File: src/rtl/rpcsr_pkg.sv
package rpcsr_pkg;

    localparam int CSR_W    = 32;
    localparam int LINE_W   = 2;
    localparam int SPEED_W  = 2;
    localparam int NUM_CHG  = 3;

    // bit positions decoded by software
    localparam int B_CONN    = 0;
    localparam int B_EN      = 2;
    localparam int B_OC      = 4;
    localparam int B_RESUME  = 6;
    localparam int B_SUSPEND = 7;
    localparam int B_PRESET  = 8;
    localparam int B_LINE    = 10;
    localparam int B_POWER   = 12;
    localparam int B_SPEED   = 17;

    // change flag indices
    localparam int CHG_CONN = 0;
    localparam int CHG_EN   = 1;
    localparam int CHG_OC   = 2;

    // every change flag sits just above its status bit
    function automatic int chg_pos(input int idx);
        return 1 + 2 * idx;
    endfunction

    typedef enum logic [1:0] {
        ST_OFF   = 2'd0,
        ST_RESET = 2'd1,
        ST_ON    = 2'd2
    } port_state_e;

    typedef struct packed {
        logic resume;
        logic suspend;
        logic preset;
        logic power;
    } port_ctl_t;

endpackage

File: src/rtl/rpcsr_sticky.sv
module rpcsr_sticky (
    input  logic clk,
    input  logic rst_n,
    input  logic set_i,
    input  logic clr_i,
    output logic flag_o
);

    always_ff @(posedge clk or negedge rst_n) begin
        if (!rst_n) begin
            flag_o <= 1'b0;
        end else if (set_i) begin
            flag_o <= 1'b1;
        end else if (clr_i) begin
            flag_o <= 1'b0;
        end
    end

endmodule

File: src/rtl/rpcsr_status_cap.sv
module rpcsr_status_cap #(
    parameter int LINE_W  = 2,
    parameter int SPEED_W = 2
) (
    input  logic               clk,
    input  logic               rst_n,
    input  logic               phy_connected,
    input  logic               phy_overcurrent,
    input  logic [LINE_W-1:0]  phy_line,
    input  logic [SPEED_W-1:0] phy_speed,
    output logic               conn_q,
    output logic               oc_q,
    output logic [LINE_W-1:0]  line_q,
    output logic [SPEED_W-1:0] speed_q,
    output logic               conn_toggle,
    output logic               oc_toggle,
    output logic               oc_rise
);

    always_ff @(posedge clk or negedge rst_n) begin
        if (!rst_n) begin
            conn_q  <= 1'b0;
            oc_q    <= 1'b0;
            line_q  <= '0;
            speed_q <= '0;
        end else begin
            conn_q  <= phy_connected;
            oc_q    <= phy_overcurrent;
            line_q  <= phy_line;
            speed_q <= phy_speed;
        end
    end

    always_comb begin
        conn_toggle = conn_q ^ phy_connected;
        oc_toggle   = oc_q ^ phy_overcurrent;
        oc_rise     = phy_overcurrent & ~oc_q;
    end

endmodule

File: src/rtl/rpcsr_port_fsm.sv
module rpcsr_port_fsm
    import rpcsr_pkg::*;
(
    input  logic        clk,
    input  logic        rst_n,
    input  logic        rst_req,
    input  logic        conn_q,
    input  logic        phy_conn,
    input  logic        oc_rise,
    input  logic        power_on,
    input  logic        sw_disable,
    output logic        enabled,
    output logic        en_toggle,
    output port_state_e state_o
);

    port_state_e state, nxt;
    logic        drop;

    always_ff @(posedge clk or negedge rst_n) begin
        if (!rst_n) begin
            state <= ST_OFF;
        end else begin
            state <= nxt;
        end
    end

    always_comb begin
        drop = ~phy_conn | oc_rise | ~power_on | sw_disable;
        nxt  = state;
        unique case (state)
            ST_OFF: begin
                if (rst_req) nxt = ST_RESET;
            end
            ST_RESET: begin
                if (!rst_req) nxt = (conn_q && phy_conn) ? ST_ON : ST_OFF;
            end
            ST_ON: begin
                if (drop)         nxt = ST_OFF;
                else if (rst_req) nxt = ST_RESET;
            end
            default: nxt = ST_OFF;
        endcase
    end

    always_comb begin
        enabled   = (state == ST_ON);
        en_toggle = (state == ST_ON) != (nxt == ST_ON);
        state_o   = state;
    end

endmodule

File: src/rtl/rootport_csr.sv
module rootport_csr
    import rpcsr_pkg::*;
(
    input  logic              clk,
    input  logic              rst_n,
    input  logic              csr_wr,
    input  logic [CSR_W-1:0]  csr_wdata,
    output logic [CSR_W-1:0]  csr_rdata,
    input  logic              phy_connected,
    input  logic              phy_overcurrent,
    input  logic [LINE_W-1:0] phy_line,
    input  logic [SPEED_W-1:0] phy_speed,
    output logic              port_power,
    output logic              port_reset,
    output logic              port_suspend,
    output logic              port_resume,
    output logic              port_enabled,
    output logic              port_change_irq
);

    logic               conn_q, oc_q;
    logic [LINE_W-1:0]  line_q;
    logic [SPEED_W-1:0] speed_q;
    logic               conn_toggle, oc_toggle, oc_rise;
    logic               en_toggle;
    port_state_e        fsm_state;
    port_ctl_t          ctl;
    logic [NUM_CHG-1:0] chg_set, chg_clr, chg_flag;

    rpcsr_status_cap #(
        .LINE_W  (LINE_W),
        .SPEED_W (SPEED_W)
    ) u_cap (
        .clk             (clk),
        .rst_n           (rst_n),
        .phy_connected   (phy_connected),
        .phy_overcurrent (phy_overcurrent),
        .phy_line        (phy_line),
        .phy_speed       (phy_speed),
        .conn_q          (conn_q),
        .oc_q            (oc_q),
        .line_q          (line_q),
        .speed_q         (speed_q),
        .conn_toggle     (conn_toggle),
        .oc_toggle       (oc_toggle),
        .oc_rise         (oc_rise)
    );

    rpcsr_port_fsm u_fsm (
        .clk        (clk),
        .rst_n      (rst_n),
        .rst_req    (ctl.preset),
        .conn_q     (conn_q),
        .phy_conn   (phy_connected),
        .oc_rise    (oc_rise),
        .power_on   (ctl.power),
        .sw_disable (csr_wr & csr_wdata[B_EN]),
        .enabled    (port_enabled),
        .en_toggle  (en_toggle),
        .state_o    (fsm_state)
    );

    // software-owned controls
    always_ff @(posedge clk or negedge rst_n) begin
        if (!rst_n) begin
            ctl <= '0;
        end else if (csr_wr) begin
            ctl.resume  <= csr_wdata[B_RESUME];
            ctl.suspend <= csr_wdata[B_SUSPEND];
            ctl.preset  <= csr_wdata[B_PRESET];
            ctl.power   <= csr_wdata[B_POWER];
        end
    end

    always_comb begin
        chg_set            = '0;
        chg_set[CHG_CONN]  = conn_toggle;
        chg_set[CHG_EN]    = en_toggle;
        chg_set[CHG_OC]    = oc_toggle;
    end

    for (genvar gi = 0; gi < NUM_CHG; gi++) begin : g_chg
        assign chg_clr[gi] = csr_wr & csr_wdata[chg_pos(gi)];
        rpcsr_sticky u_flag (
            .clk    (clk),
            .rst_n  (rst_n),
            .set_i  (chg_set[gi]),
            .clr_i  (chg_clr[gi]),
            .flag_o (chg_flag[gi])
        );
    end

    always_comb begin
        csr_rdata = '0;
        csr_rdata[B_CONN]                  = conn_q;
        csr_rdata[B_EN]                    = port_enabled;
        csr_rdata[B_OC]                    = oc_q;
        csr_rdata[B_RESUME]                = ctl.resume;
        csr_rdata[B_SUSPEND]               = ctl.suspend;
        csr_rdata[B_PRESET]                = ctl.preset;
        csr_rdata[B_LINE +: LINE_W]        = line_q;
        csr_rdata[B_POWER]                 = ctl.power;
        csr_rdata[B_SPEED +: SPEED_W]      = conn_q ? speed_q : '0;
        for (int i = 0; i < NUM_CHG; i++) begin
            csr_rdata[chg_pos(i)] = chg_flag[i];
        end
    end

    always_comb begin
        port_power      = ctl.power;
        port_reset      = ctl.preset;
        port_suspend    = ctl.suspend;
        port_resume     = ctl.resume;
        port_change_irq = |chg_flag;
    end

endmodule

File: config.mk
export PLATFORM = sky130hd
export DESIGN_NAME = rootport_csr
export DESIGN_NICKNAME = d
export VERILOG_FILES = /design/src/rtl/rpcsr_pkg.sv /design/src/rtl/rpcsr_sticky.sv /design/src/rtl/rpcsr_status_cap.sv /design/src/rtl/rpcsr_port_fsm.sv /design/src/rtl/rootport_csr.sv
export SDC_FILE = /design/constraint.sdc
export NUM_CORES = 1
export LEC_CHECK = 0
export CAP_MARGIN = 5
export CORE_MARGIN = 4
export CORE_UTILIZATION = 29
export CTS_CLUSTER_DIAMETER = 120
export CTS_CLUSTER_SIZE = 40
export DETAILED_ROUTE_END_ITERATION = 12
export PLACE_DENSITY = 0.86
export SYNTH_ARGS = -nofsm -noshare
export SYNTH_HDL_FRONTEND = slang
export SYNTH_SLANG_ARGS = --single-unit
File: constraint.sdc
create_clock -name clk -period 1.7 [get_ports clk]
set_clock_uncertainty 0.2 [all_clocks]
set_input_delay 0.34 -clock clk [delete_from_list [all_inputs] [get_ports clk]]
set_output_delay 0.34 -clock clk [all_outputs]
set_load 0.02 [all_outputs]
### Word-level counts from Yosys, hierarchy flattened

Cells that the tools add are included.

| storage, ports and cells | value |
|---|---|
| memory bits (writable) | 0 |
| bits of input ports | 41 |
| memories | 0 |
| register bits | 15 |
| latch bits | 0 |
| memory bits (read-only) | 0 |
| word-level logic and storage cells | 47 |
| output and inout port bits | 38 |

| cells by class | value |
|---|---|
| reductions and logical operators | 6 |
| magnitude comparators | 0 |
| div/mod/pow operators | 0 |
| bitwise gates (word level) | 13 |
| shifts and indexed selects | 0 |
| $add $sub $neg | 0 |
| mux-type cells | 12 |
| multiply operators | 0 |
| equality and inequality tests | 4 |

Operators by type and width:

| cell | number |
|---|---|
| 2-bit two-way mux | 5 |
| 1-bit two-way mux | 6 |
| 2-bit one-hot mux with 3 select lines | 1 |
| 2-bit nonzero test | 3 |
| 1-bit bitwise AND | 5 |
| 2-bit equality test, second input constant | 2 |
| 1-bit NOT | 3 |
| 1-bit OR | 3 |
| 3-bit OR reduction | 1 |
| 2-bit by 1-bit equality test with 1-bit output, second input constant | 1 |
| 2-bit logical NOT | 1 |
| 1-bit XOR | 2 |
| 1-bit logical AND | 1 |
| 1-bit inequality test | 1 |

### Logic depth before layout (Yosys ltp)

| depth | value |
|---|---|
| depth in word-level cells | 10 |
| gate-level depth with buffers | 5 |
| depth with buffers taken out | 5 |

### Cells and area by module

A second synthesis with hierarchy kept.

| unflattened totals | value |
|---|---|
| cell total of the unflattened synthesis | 72 |
| area total of the unflattened synthesis | 810.8 um2 |

By module, submodules not included:

| module | seq. area each (um2) | times used | area an instance (um2) | cells an instance |
|---|---|---|---|---|
| rootport_csr | 100.1 | 1 | 411.6 | 42 |
| rpcsr_status_cap | 150.1 | 1 | 178.9 | 10 |
| rpcsr_port_fsm | 50.0 | 1 | 111.4 | 11 |
| rpcsr_sticky | 25.0 | 3 | 36.3 | 3 |

### Least setup slack after synthesis

No wires, ideal clock.

| timing path | value |
|---|---|
| path type | flip-flop to output port |
| from | reg u_fsm.state[0], in the netlist u_fsm.state_o[0] |
| to | out csr_rdata[2] |
| arrival | 0.882 ns |
| required time | 1.160 ns |
| buffers on the path | 1 |
| cell stages (with the launch flop) | 3 |
| setup slack | 0.278 ns |
| cells stage by stage | dfrtp_1 and2b_1 buf_4 |

| on the way | value |
|---|---|
| longest elaborated chain between the ends | 1 |

Ends and longest elaborated chain:

| what | line | text |
|---|---|---|
| start, declared | rpcsr_port_fsm.sv:17 | `port_state_e state, nxt;` |
| start signal, assigned | rpcsr_port_fsm.sv:24 | `state <= nxt;` |
| 2-bit equality test | rpcsr_port_fsm.sv:47 | `enabled = (state == ST_ON);` |
| end, declared | rootport_csr.sv:8 | `output logic [CSR_W-1:0] csr_rdata,` |

No other way between the ends.

### Worst setup path in the final report

| timing path | value |
|---|---|
| from | reg g_chg[2].u_flag.flag_o |
| to | out port_change_irq |

| on the way | value |
|---|---|
| longest elaborated chain between the ends | 1 |

Ends and longest elaborated chain:

| what | line | text |
|---|---|---|
| start, declared | rpcsr_sticky.sv:6 | `output logic flag_o` |
| start signal, assigned | rpcsr_sticky.sv:11 | `flag_o <= 1'b0;` |
| start signal, assigned | rpcsr_sticky.sv:13 | `flag_o <= 1'b1;` |
| start signal, assigned | rpcsr_sticky.sv:15 | `flag_o <= 1'b0;` |
| 3-bit OR reduction | rootport_csr.sv:114 | `port_change_irq = \|chg_flag;` |
| end, declared | rootport_csr.sv:18 | `output logic port_change_irq` |

No other way between the ends.

==> summary.txt <==
CTS
  – CTS tree: yes
  – CTS buffer count: 3
  – Setup Fix Bufs, Post-CTS: 0
  – # H-tree levels: 1
  – CTS Sinks: 15
  – Root buffer cell: clkbuf_4
  – Clk buf depth: 2
  – Worst-Skew Late Latency: between 0.2 and 0.3 ns
  – Post-CTS Hold Buffers: 0
  – Clk slew on worst S/H paths: 0.08 ns

Critical path
  – WP data required: ~1.2 ns
  – CP endpoint kind: primary output
  – Arr. time, crit path: between 1 and 1.5 ns
  – CP Cell Sequence: or3_1 > buf_6
  – Worst path max stage delay: about 0.38 ns
  – Crit Path Class: reg2out
  – Startpoint class of the critical path: flop
  – Critical path peak fanout: 2
  – Slowest-stage cell, CP: dfrtp_1

Global routing
  – Largest net degree at the start of global routing: 16
  – Initial antenna violation count: 0
  – Vias in the first global route: between 500 and 600
  – Total gr overflow: 0
  – Total GRT Usage: 0.0912
  – Global-route wire length before repair: about 2.5 mm

Yosys
  – Post-synth EDFFs: 0
  – Syn avg cell area: about 11 um^2
  – Library cell with the largest summed area after synthesis: dfrtp_1
  – Synth area leaders: dfrtp_1 (47%), buf_4 (26%), mux2_2 (5.6%)
  – Synthesized area: a little over 800 um^2
  – Top cells by count, synth: buf_4 (28), dfrtp_1 (15), nand2_1 (5)
  – Share of synthesized flip-flops with an asynchronous set or reset: 1.00
  – Synth top area share: 0.467
  – Synth Warn #: 0
  – Count leader, synth: buf_4
  – Seq cells post-synth: 15
  – Cells after Synth: 72
  – Predominant post-synthesis flop cell: dfrtp_1
  – Library cells used by synthesis: 21
  – Seq/Total Area, Yosys: 0.467

STA
  – Final hold vios: 0
  – WHS: between 0.15 and 0.2 ns
  – Min Clock Period, post-route: around 1.7 ns
  – Max Slew Vio Count: 0
  – RSZ-0062 raised after global routing: true
  – Fmax: between 0.5 and 0.6 GHz
  – Setup ws final: -0.0196 ns
  – Tcrit/Tclk final: 1.01
  – Final setup viols: 1

Layout
  – P&R area growth vs syn: 38.7%
  – Fillers: about 250
  – Share of cells above drive strength 1: 0.225
  – ANT cells: 0
  – Nets: around 160
  – Finished Core Util: 0.435

Floorplan
  – Initial Utilization: 0.313
  – Total core area: ~2600 um^2
  – I/O pin cnt: ~80
  – Chip width: around 61 um
  – DIE HEIGHT: 60.7 um
  – FP Rows: 18
  – Die Footprint: around 3700 um^2

Routing
  – Routed wire length: ~1.6 mm
  – Vias per cell: roughly 4.1
  – Antenna-violating nets left: 0
  – First-iteration detailed-routing DRC count: 10
  – DR pass1 iterations: 4
  – Wire length per cell: about 12 um
  – Remaining DRCs: 0
  – Vias: between 500 and 600

Power
  – Sw Ratio: 0.306
  – Leakage: around 0.56 nW
  – Sw Pwr: about 0.26 mW
  – Clock share of power: 0.226
  – Internal: about 0.60 mW
  – Tot Pwr: approximately 0.86 mW
  – VDD IR max: about 0.58 mV
  – PwrDens: around 770 nW/um^2
  – Combinational Power Share: 0.308
  – Reg power frac: 0.466

Place
  – RD Place Congestion: approximately 0.63
  – PortBufs: 36
  – Hpwl dp: about 1.4 mm
  – Worst slack at placement: -0.214 ns

Status
  – Status: complete, but fails checks
  – Failing checks: negative setup slack

Run
  – Maxcap violations: 0

Worst hold path
  – Hold WC Path Type: in2async
[stage by stage]
step                cell area (um^2)  cells  TNS (ns)
floorplan                        868     89         0
global placement                1130    137    -0.331
CTS                             1120    141   -0.0470
finish                          1120    141   -0.0196
global route                    1120    141   -0.0563
detailed placement              1130    137    -0.508
[critical path, delay by kind of cell (launching register included)]
| kind | cells | cell delay [ns] |
|---|---|---|
| buf+inv | 1 | 0.14 |
| flops | 1 | 0.38 |
| simple gates | 1 | 0.38 |
[logic make-up after synthesis]
logic type | after synthesis | share of synthesized area
DFF | 15 | 0.467
buffers and inverters | 30 | 0.280
adders and majority gates | 2 | 0.0311
other | 1 | 0.00466
muxes | 4 | 0.0560
and+or+nand+nor | 16 | 0.124
AOI/OAI and AO/OA | 4 | 0.0373
[layout make-up]
| cell class | instances | area [um^2] | share of cell area |
|---|---|---|---|
| flip-flops and latches | 15 | 375 | 0.336 |
| well taps | 30 | 37.5 | 0.0336 |
| inverters | 1 | 3.75 | 0.00336 |
| repair buffers | 47 | 405 | 0.363 |
| multi-input cells | 44 | 268 | 0.240 |
| clock buffers | 4 | 26.3 | 0.0235 |
[placed cells by master (no fill, tap or decap)]
cell type / synthesis / routed
dlygate4sd2_1: 0 / 15
a21boi_0: 1 / 1
ha_1: 2 / 2
and2b_1: 1 / 1
nor2b_2: 1 / 1
a221o_1: 1 / 1
nor2_1: 1 / 1
or3_1: 1 / 1
and2_1: 2 / 2
inv_1: 1 / 1
clkbuf_2: 0 / 2
nand3b_1: 1 / 1
a21oi_1: 1 / 1
clkdlybuf4s50_1: 0 / 16
dfrtp_1: 15 / 15
nand2_1: 5 / 5
clkbuf_1: 0 / 1
buf_2: 0 / 2
mux2_2: 4 / 4
clkbuf_4: 0 / 3
conb_1: 1 / 18
buf_6: 1 / 1
nand4b_1: 2 / 2
a21o_1: 1 / 1
nand2_4: 1 / 1
nand4_1: 1 / 1
buf_4: 28 / 11
[power groups by stage]
stage / sequential [mW] / combinational (mW) / clock [mW]
2_1_floorplan: 0.427 / 0.175 / 0
3_3_place_gp: 0.409 / 0.289 / 0
3_5_place_dp: 0.411 / 0.295 / 0
4_1_cts: 0.403 / 0.268 / 0.208
5_1_grt: 0.407 / 0.287 / 0.221
6_report: 0.401 / 0.265 / 0.195
[state kept, by name, indices dropped and copies added (netlist names)]
| signal | cells |
|---|---|
| u_cap.speed_q | 2 |
| u_cap.oc_q | 1 |
| u_cap.line_q | 2 |
| g_chg.u_flag.flag_o | 3 |
| port_power | 1 |
| port_suspend | 1 |
| u_cap.conn_q | 1 |
| u_fsm.state_o | 2 |
| port_reset | 1 |
| port_resume | 1 |
[metal layers]
layer	vias to the layer above	wire, um	track usage
li1	268	-	-
met1	268	543	0.0919
met2	41	881	0.174
met3	0	219	0.0511
met4	0	0	0
met5	-	0	0
[final timing paths]
check / startpoint / endpoint / slack, ns / cells after the start
setup / recovery: g_chg[2].u_flag.flag_o$_DFFE_PN0P_ / port_change_irq / -0.02 / 2
hold / removal: rst_n / u_cap.oc_q$_DFF_PN0_ / 0.17 / 2
setup reg to reg: u_cap.oc_q$_DFF_PN0_ / g_chg[1].u_flag.flag_o$_DFFE_PN0P_ / 0.24 / 5
hold reg to reg: u_fsm.state_o[1]$_DFF_PN0_ / u_fsm.state_o[0]$_DFF_PN0_ / 0.28 / 1
max in group asynchronous: rst_n / port_resume$_DFFE_PN0P_ / 0.95 / 2
min in group clk: u_fsm.state_o[1]$_DFF_PN0_ / u_fsm.state_o[0]$_DFF_PN0_ / 0.28 / 1
[timing repair]
action,in CTS,in global routing
pin swaps,0,1
gates resized for setup,29,6
setup endpoints to repair,20,4
No activity file was read; power rests on OpenSTA's default activity.
